[src/rtl/sb_pkg.sv]
// Package: shared constants for the register scoreboard.
// Assumes: register numbers are binary and the register count is a power of two.
package sb_pkg;
    localparam int SB_NUM_REGS = 8;  // architectural registers tracked
    localparam int SB_NUM_SRC  = 2;  // source fields per instruction

    // Width of a register number for a given register count.
    function automatic int sb_idx_width(input int n);
        return (n > 1) ? $clog2(n) : 1;
    endfunction
endpackage

[src/rtl/sb_onehot.sv]
// Module: sb_onehot
// Turns an enabled register number into a one-hot mask over all registers.
// Assumes: NUM_REGS equals 2**IDX_W so that every index value is in range.
module sb_onehot #(
    parameter int NUM_REGS = 8,
    parameter int IDX_W    = 3
) (
    input  logic [IDX_W-1:0]    idx,
    input  logic                en,
    output logic [NUM_REGS-1:0] mask
);
    // One comparator per register.
    for (genvar r = 0; r < NUM_REGS; r++) begin : g_bit
        assign mask[r] = en && (idx == IDX_W'(r));
    end
endmodule

[src/rtl/sb_valid_array.sv]
// Module: sb_valid_array
// Holds the valid bit of each register. A clear request takes priority over a
// set request on the same bit, because the new writer is still in flight.
// Assumes: synchronous active-low reset, which sets every bit.
module sb_valid_array #(
    parameter int NUM_REGS = 8
) (
    input  logic                clk,
    input  logic                rst_n,
    input  logic [NUM_REGS-1:0] set_mask,
    input  logic [NUM_REGS-1:0] clr_mask,
    output logic [NUM_REGS-1:0] valid_q
);
    // Update all bits: reset sets them, clear beats set.
    always_ff @(posedge clk) begin
        if (!rst_n) valid_q <= '1;
        else        valid_q <= (valid_q | set_mask) & ~clr_mask;
    end
endmodule

[src/rtl/sb_hazard_check.sv]
// Module: sb_hazard_check
// Looks up the effective valid bit of each used field of the decode
// instruction and raises a stall when any of them is pending.
// Assumes: valid_eff already includes the same-cycle retire bypass.
module sb_hazard_check #(
    parameter int NUM_REGS = 8,
    parameter int IDX_W    = 3,
    parameter int NUM_SRC  = 2
) (
    input  logic [NUM_REGS-1:0]      valid_eff,
    input  logic                     req,
    input  logic [NUM_SRC*IDX_W-1:0] src_idx,
    input  logic [NUM_SRC-1:0]       src_use,
    input  logic [IDX_W-1:0]         dst_idx,
    input  logic                     dst_use,
    output logic                     stall
);
    logic [NUM_SRC-1:0] src_hit;
    logic               dst_hit;

    // One pending test per source field.
    for (genvar i = 0; i < NUM_SRC; i++) begin : g_src
        assign src_hit[i] = src_use[i] && !valid_eff[src_idx[i*IDX_W +: IDX_W]];
    end

    // Destination test, which covers write-after-write and write-after-read.
    assign dst_hit = dst_use && !valid_eff[dst_idx];

    // Stall only for an instruction that asks to issue.
    always_comb begin
        stall = req && ((|src_hit) || dst_hit);
    end
endmodule

[src/rtl/reg_hazard_scoreboard.sv]
// Module: reg_hazard_scoreboard (top)
// Dependence interlock built on one valid bit per register. An issue clears
// the destination bit and a writeback retire sets it again. Decode stalls
// while any used field names a pending register.
// Assumes: in-order issue, one issue and one retire per cycle at most.
module reg_hazard_scoreboard #(
    parameter int NUM_REGS = sb_pkg::SB_NUM_REGS,
    parameter int NUM_SRC  = sb_pkg::SB_NUM_SRC,
    localparam int IDX_W   = sb_pkg::sb_idx_width(NUM_REGS)
) (
    input  logic                     clk,
    input  logic                     rst_n,
    input  logic                     dec_issue_req,
    input  logic [NUM_SRC*IDX_W-1:0] dec_src_idx,
    input  logic [NUM_SRC-1:0]       dec_src_use,
    input  logic [IDX_W-1:0]         dec_dst_idx,
    input  logic                     dec_dst_use,
    input  logic                     wb_retire,
    input  logic [IDX_W-1:0]         wb_dst_idx,
    output logic                     dec_stall
);
    logic [NUM_REGS-1:0] valid_q;
    logic [NUM_REGS-1:0] set_mask;
    logic [NUM_REGS-1:0] clr_mask;
    logic [NUM_REGS-1:0] valid_eff;
    logic                issue;

    // Retire mask: the register that writeback completes this cycle.
    sb_onehot #(.NUM_REGS(NUM_REGS), .IDX_W(IDX_W)) i_set_dec (
        .idx (wb_dst_idx),
        .en  (wb_retire),
        .mask(set_mask)
    );

    // Issue mask: the destination of an instruction that actually leaves decode.
    sb_onehot #(.NUM_REGS(NUM_REGS), .IDX_W(IDX_W)) i_clr_dec (
        .idx (dec_dst_idx),
        .en  (issue && dec_dst_use),
        .mask(clr_mask)
    );

    // Valid bits, with the same-cycle retire folded in for the check.
    sb_valid_array #(.NUM_REGS(NUM_REGS)) i_valid (
        .clk     (clk),
        .rst_n   (rst_n),
        .set_mask(set_mask),
        .clr_mask(clr_mask),
        .valid_q (valid_q)
    );

    assign valid_eff = valid_q | set_mask;

    // Compare the used fields against the effective bits.
    sb_hazard_check #(.NUM_REGS(NUM_REGS), .IDX_W(IDX_W), .NUM_SRC(NUM_SRC)) i_check (
        .valid_eff(valid_eff),
        .req      (dec_issue_req),
        .src_idx  (dec_src_idx),
        .src_use  (dec_src_use),
        .dst_idx  (dec_dst_idx),
        .dst_use  (dec_dst_use),
        .stall    (dec_stall)
    );

    assign issue = dec_issue_req && !dec_stall;
endmodule

[config.mk]
export PLATFORM = sky130hd
export DESIGN_NAME = reg_hazard_scoreboard
export DESIGN_NICKNAME = d
export VERILOG_FILES = /design/src/rtl/sb_pkg.sv /design/src/rtl/sb_onehot.sv /design/src/rtl/sb_valid_array.sv /design/src/rtl/sb_hazard_check.sv /design/src/rtl/reg_hazard_scoreboard.sv
export SDC_FILE = /design/constraint.sdc
export NUM_CORES = 1
export LEC_CHECK = 0
export CAP_MARGIN = 20
export CORE_MARGIN = 1.5
export CORE_UTILIZATION = 42
export CTS_CLUSTER_SIZE = 40
export DETAILED_ROUTE_END_ITERATION = 10
export GPL_ROUTABILITY_DRIVEN = 1
export PLACE_DENSITY = 0.76
export SLEW_MARGIN = 30
export SYNTH_ARGS = -nofsm -noshare
export SYNTH_HDL_FRONTEND = slang
export SYNTH_SLANG_ARGS = --single-unit
[constraint.sdc]
create_clock -name clk -period 2.05 [get_ports clk]
set_clock_uncertainty 0.15 [all_clocks]
set_input_delay 0.41 -clock clk [delete_from_list [all_inputs] [get_ports clk]]
set_output_delay 0.41 -clock clk [all_outputs]
set_load 0.01 [all_outputs]
==> results by stage <==
Final layout:
- The multi-input combinational cells in the finished layout cover a total of 713.2 um2.
- The number of flip-flops in the largest register is 8.
- Relative to the synthesized area, the layout overhead comes to 92.19%.
- The number of nets in the layout is 167.
- Fill cells in the final layout number 75.
- In the final layout, the registers with the most flip-flops are i_valid.valid_q (8).
- The post-route core utilization is 0.8984.
- In the final layout, flip-flops and latches occupy 160.2 um2.
- The largest register by flop count is i_valid.valid_q.
- The finished layout cell area is between 1000 and 1500 um2.
- In the final layout, the share of cells above drive strength 1 is 0.5137.
- The number of antenna repair diodes is 0.

Timing:
- The ratio of final minimum period to clock period is 1.184.
- The remaining max-slew budget at the tightest pin is 0.7133.
- The time the worst path needs with I/O delays and setup is 2.427 ns.
- The transition time at the pin with the least slew margin is 0.4241 ns.
- Setup violations remaining at the end of the flow were counted as 1.
- The final hold violation count was 0.
- Setup repair after global routing could not meet its margin everywhere.
- The final max-slew violation count is 0.
- The post-route worst setup slack is -0.3774 ns.
- Static timing analysis puts the maximum clock frequency at 412.0 MHz.
- The final hold slack is around 0.54 ns.

Clocking:
- The deepest level of the CTS H-tree is 1.
- The clock tree root buffer cell is clkbuf_4.
- Counting the buffers created by CTS gives 3.
- The CTS clock-pin slew for the worst setup and hold paths is around 0.05 ns.
- The clock net in this run drives a total of 8 sinks.
- The source-to-sink clock delay at the later pin of the worst-skew pair is 0.26 ns.
- TritonCTS built the clock tree.
- The maximum root-to-sink buffer count is 2.
- The number of hold buffers added after CTS is 0.

Pwr:
- Internal power comes to 335.6 uW.
- The share of total power dissipated in combinational logic is 0.432.
- Of the total power, the share spent switching nets is 0.3362.
- The leakage component of the power is 0.5582 nW.
- The clock network fraction of design power is 0.248.
- The power share of the sequential group is 0.320.
- For this design the total switching power over the nets is 170.0 uW.
- Across the VDD grid, the largest voltage drop is 557.8 uV.
- The power density over cell area is 357.0 nW/um2.

Logic synthesis:
- When the netlist entered floorplanning its net count stood at 109.
- The share of synthesized area in the top cell type comes to 0.2173.
- In the synthesized netlist, the number of instances is 90.
- The average footprint of a synthesized cell is around 8.2 um2.
- The number of distinct library cells after synthesis is 39.
- The async set or reset register ratio after synthesis is 0.
- The dominant synthesized flop cell is dfxtp_1.
- By area the synthesized netlist is led by dfxtp_1 (22%), a31oi_1 (8.5%), nor3b_1 (6.1%), nor3_1 (4.8%), nand2_1 (3.6%).
- The post-synthesis cell type with the largest combined area is dfxtp_1.
- The number of warnings printed during yosys synthesis is 0.
- The sequential fraction of the synthesis area is 0.2173.
- The post-synthesis cell area is 737.0 um2.
- Counting flops with a built-in enable in the synthesized netlist gives 0.
- The synthesis-stage register bit count is 8.

Setup path:
- The path type of the worst setup path is primary input to output pin.
- In this run the worst path has a maximum fanout of 5.
- The critical path data arrival time is roughly 1.9 ns.
- For the worst setup path, the data required time is 1.49 ns.
- The startpoint type of the worst setup path is a primary input.
- STA classifies the critical path endpoint as an output pin.

Global route:
- The global route total overflow is 0.
- The first global-routing pass estimated 4912 um of wire.
- Entering global routing, the biggest net connects 9 pins.
- The number of global-route vias before repair came to between 1k and 1.5k.
- The all-layer global routing usage is 0.3375.
- The number of antenna violations at the first check in global routing is 0.

Outcome:
- The run finished, with violations left.
- The checks that failed: setup timing.

Place:
- The standard cell area after detailed placement is 1186 um2.
- Before CTS, the worst setup slack after placement is -1.240 ns.
- The last weighted congestion value of the routability-driven placer is roughly 0.95.
- The total of buffers placed on input and output ports is 19.
- The post-DP HPWL is 1979 um.

Route:
- In this run, the number of DRC markers left after iteration 0 of detailed routing was 50.
- The pre-antenna-repair detailed-routing pass consisted of 4 iterations.
- The remaining antenna violation count after routing is 0.
- Using the TritonRoute via totals, the vias-per-cell ratio works out to slightly below 7.
- For this block, the via count after detailed routing is roughly 1.1k.
- For this run, design rule violations remaining after detail routing come to 0.
- In the final routed layout, each cell accounts on average for 22.66 um.
- The total detailed-routing wirelength is around 3700 um.

Floorplanning:
- The total number of placement rows is 14.
- The core region is around 1600 um2.
- The starting utilization of the core area is 0.4675.
- The die footprint is 2015 um2.
- The die is 44.89 um wide.
- During I/O placement, the number of pins put on the boundary was 20.
- From bottom edge to top edge, the die measures 44.89 um.

Hold path:
- The kind of path behind the tightest hold check is register to register.

Job:
- The number of maximum-capacitance violations is 0.
-- what timing repair did --
| action | 4_1_cts | 5_1_grt |
|---|---|---|
| buffers inserted | 5 | 0 |
| endpoints found under the setup margin | 9 | 5 |
| gates resized for setup | 56 | 14 |
| pin swaps | 14 | 5 |
-- logic make-up (layout without fill, tap and decap cells) --
kind of cell	count (synthesis)	in the layout	synth area share
muxes	1	1	0.01358
buffers and inverters	8	64	0.04243
DFF	8	8	0.2173
and+or+nand+nor	41	41	0.3803
AOI/OAI and AO/OA	32	32	0.3464
-- layer usage --
layer,GRT usage,routed length [um]
met1,0.3867,1388
met2,0.5884,1773
met3,0.06800,299
met4,0.1765,209
met5,0,0
-- synth_stat cells, drive strengths merged, types with 3 or more instances --
| master | count |
|---|---|
| a31oi | 11 |
| dfxtp | 8 |
| nor3 | 8 |
| nand2 | 7 |
| inv | 6 |
| nor3b | 6 |
| o21ai | 6 |
| and2 | 4 |
| nor4b | 4 |
| a41oi | 3 |
-- through the flow --
| step | TNS (ns) | cells | power, mW |
|---|---|---|---|
| after floorplan | -0.05043 | 90 | 0.2273 |
| after global placement | -6.235 | 154 | 0.3336 |
| after detailed placement | -6.709 | 154 | 0.3373 |
| after CTS | -0.3278 | 162 | 0.4775 |
| after global routing | -0.6113 | 162 | 0.5232 |
| final | -0.3774 | 162 | 0.5056 |
-- power groups by stage --
| stage | Clock (mW) | Combinational (mW) | Sequential (mW) |
|---|---|---|---|
| final | 0.126 | 0.218 | 0.162 |
| after CTS | 0.121 | 0.195 | 0.161 |
| after floorplan | 0 | 0.0644 | 0.163 |
| after global routing | 0.134 | 0.228 | 0.161 |
| after detailed placement | 0 | 0.173 | 0.164 |
| after global placement | 0 | 0.170 | 0.164 |
-- cell type report --
class                           instances  area share
Clock buffer                            3     0.01590
Timing Repair Buffer                   55      0.3375
Tap cell                               16     0.01413
Multi-Input combinational cell         74      0.5035
Sequential cell                         8      0.1131
Inverter                                6     0.01590
-- worst max-delay path, cell delays in order --
cell	delay, ns
clkdlybuf4s50_1	0.44
buf_4	0.18
a2111oi_4	0.37
a31oi_2	0.09
a21oi_4	0.17
a21boi_2	0.07
buf_2	0.14
-- worst paths after layout --
check                startpoint                 end  slack, ns  depth (start not counted)
max              dec_src_idx[0]           dec_stall      -0.38                          7
min reg2reg  i_valid.valid_q[1]  i_valid.valid_q[1]       0.54                          2
min          i_valid.valid_q[1]  i_valid.valid_q[1]       0.54                          2
max reg2reg  i_valid.valid_q[6]  i_valid.valid_q[7]       0.16                          7
-- placed cells by master (no fill, tap or decap), types with 2 or more instances in the layout --
master	count
a41oi_1	2
inv_1	3
buf_8	2
dlymetal6s2s_1	2
dfxtp_1	8
buf_6	6
buf_4	31
and2_1	4
nor4b_1	2
a31oi_1	8
nor3_2	4
dlygate4sd2_1	6
o21ai_1	4
nor2_1	2
nor3_1	3
buf_2	2
a2111oi_4	2
nand2_1	6
o32ai_2	2
clkbuf_4	3
clkdlybuf4s50_1	6
a31oi_4	2
nor3b_1	6
inv_2	3
No activity file was read; power rests on OpenSTA's default activity.
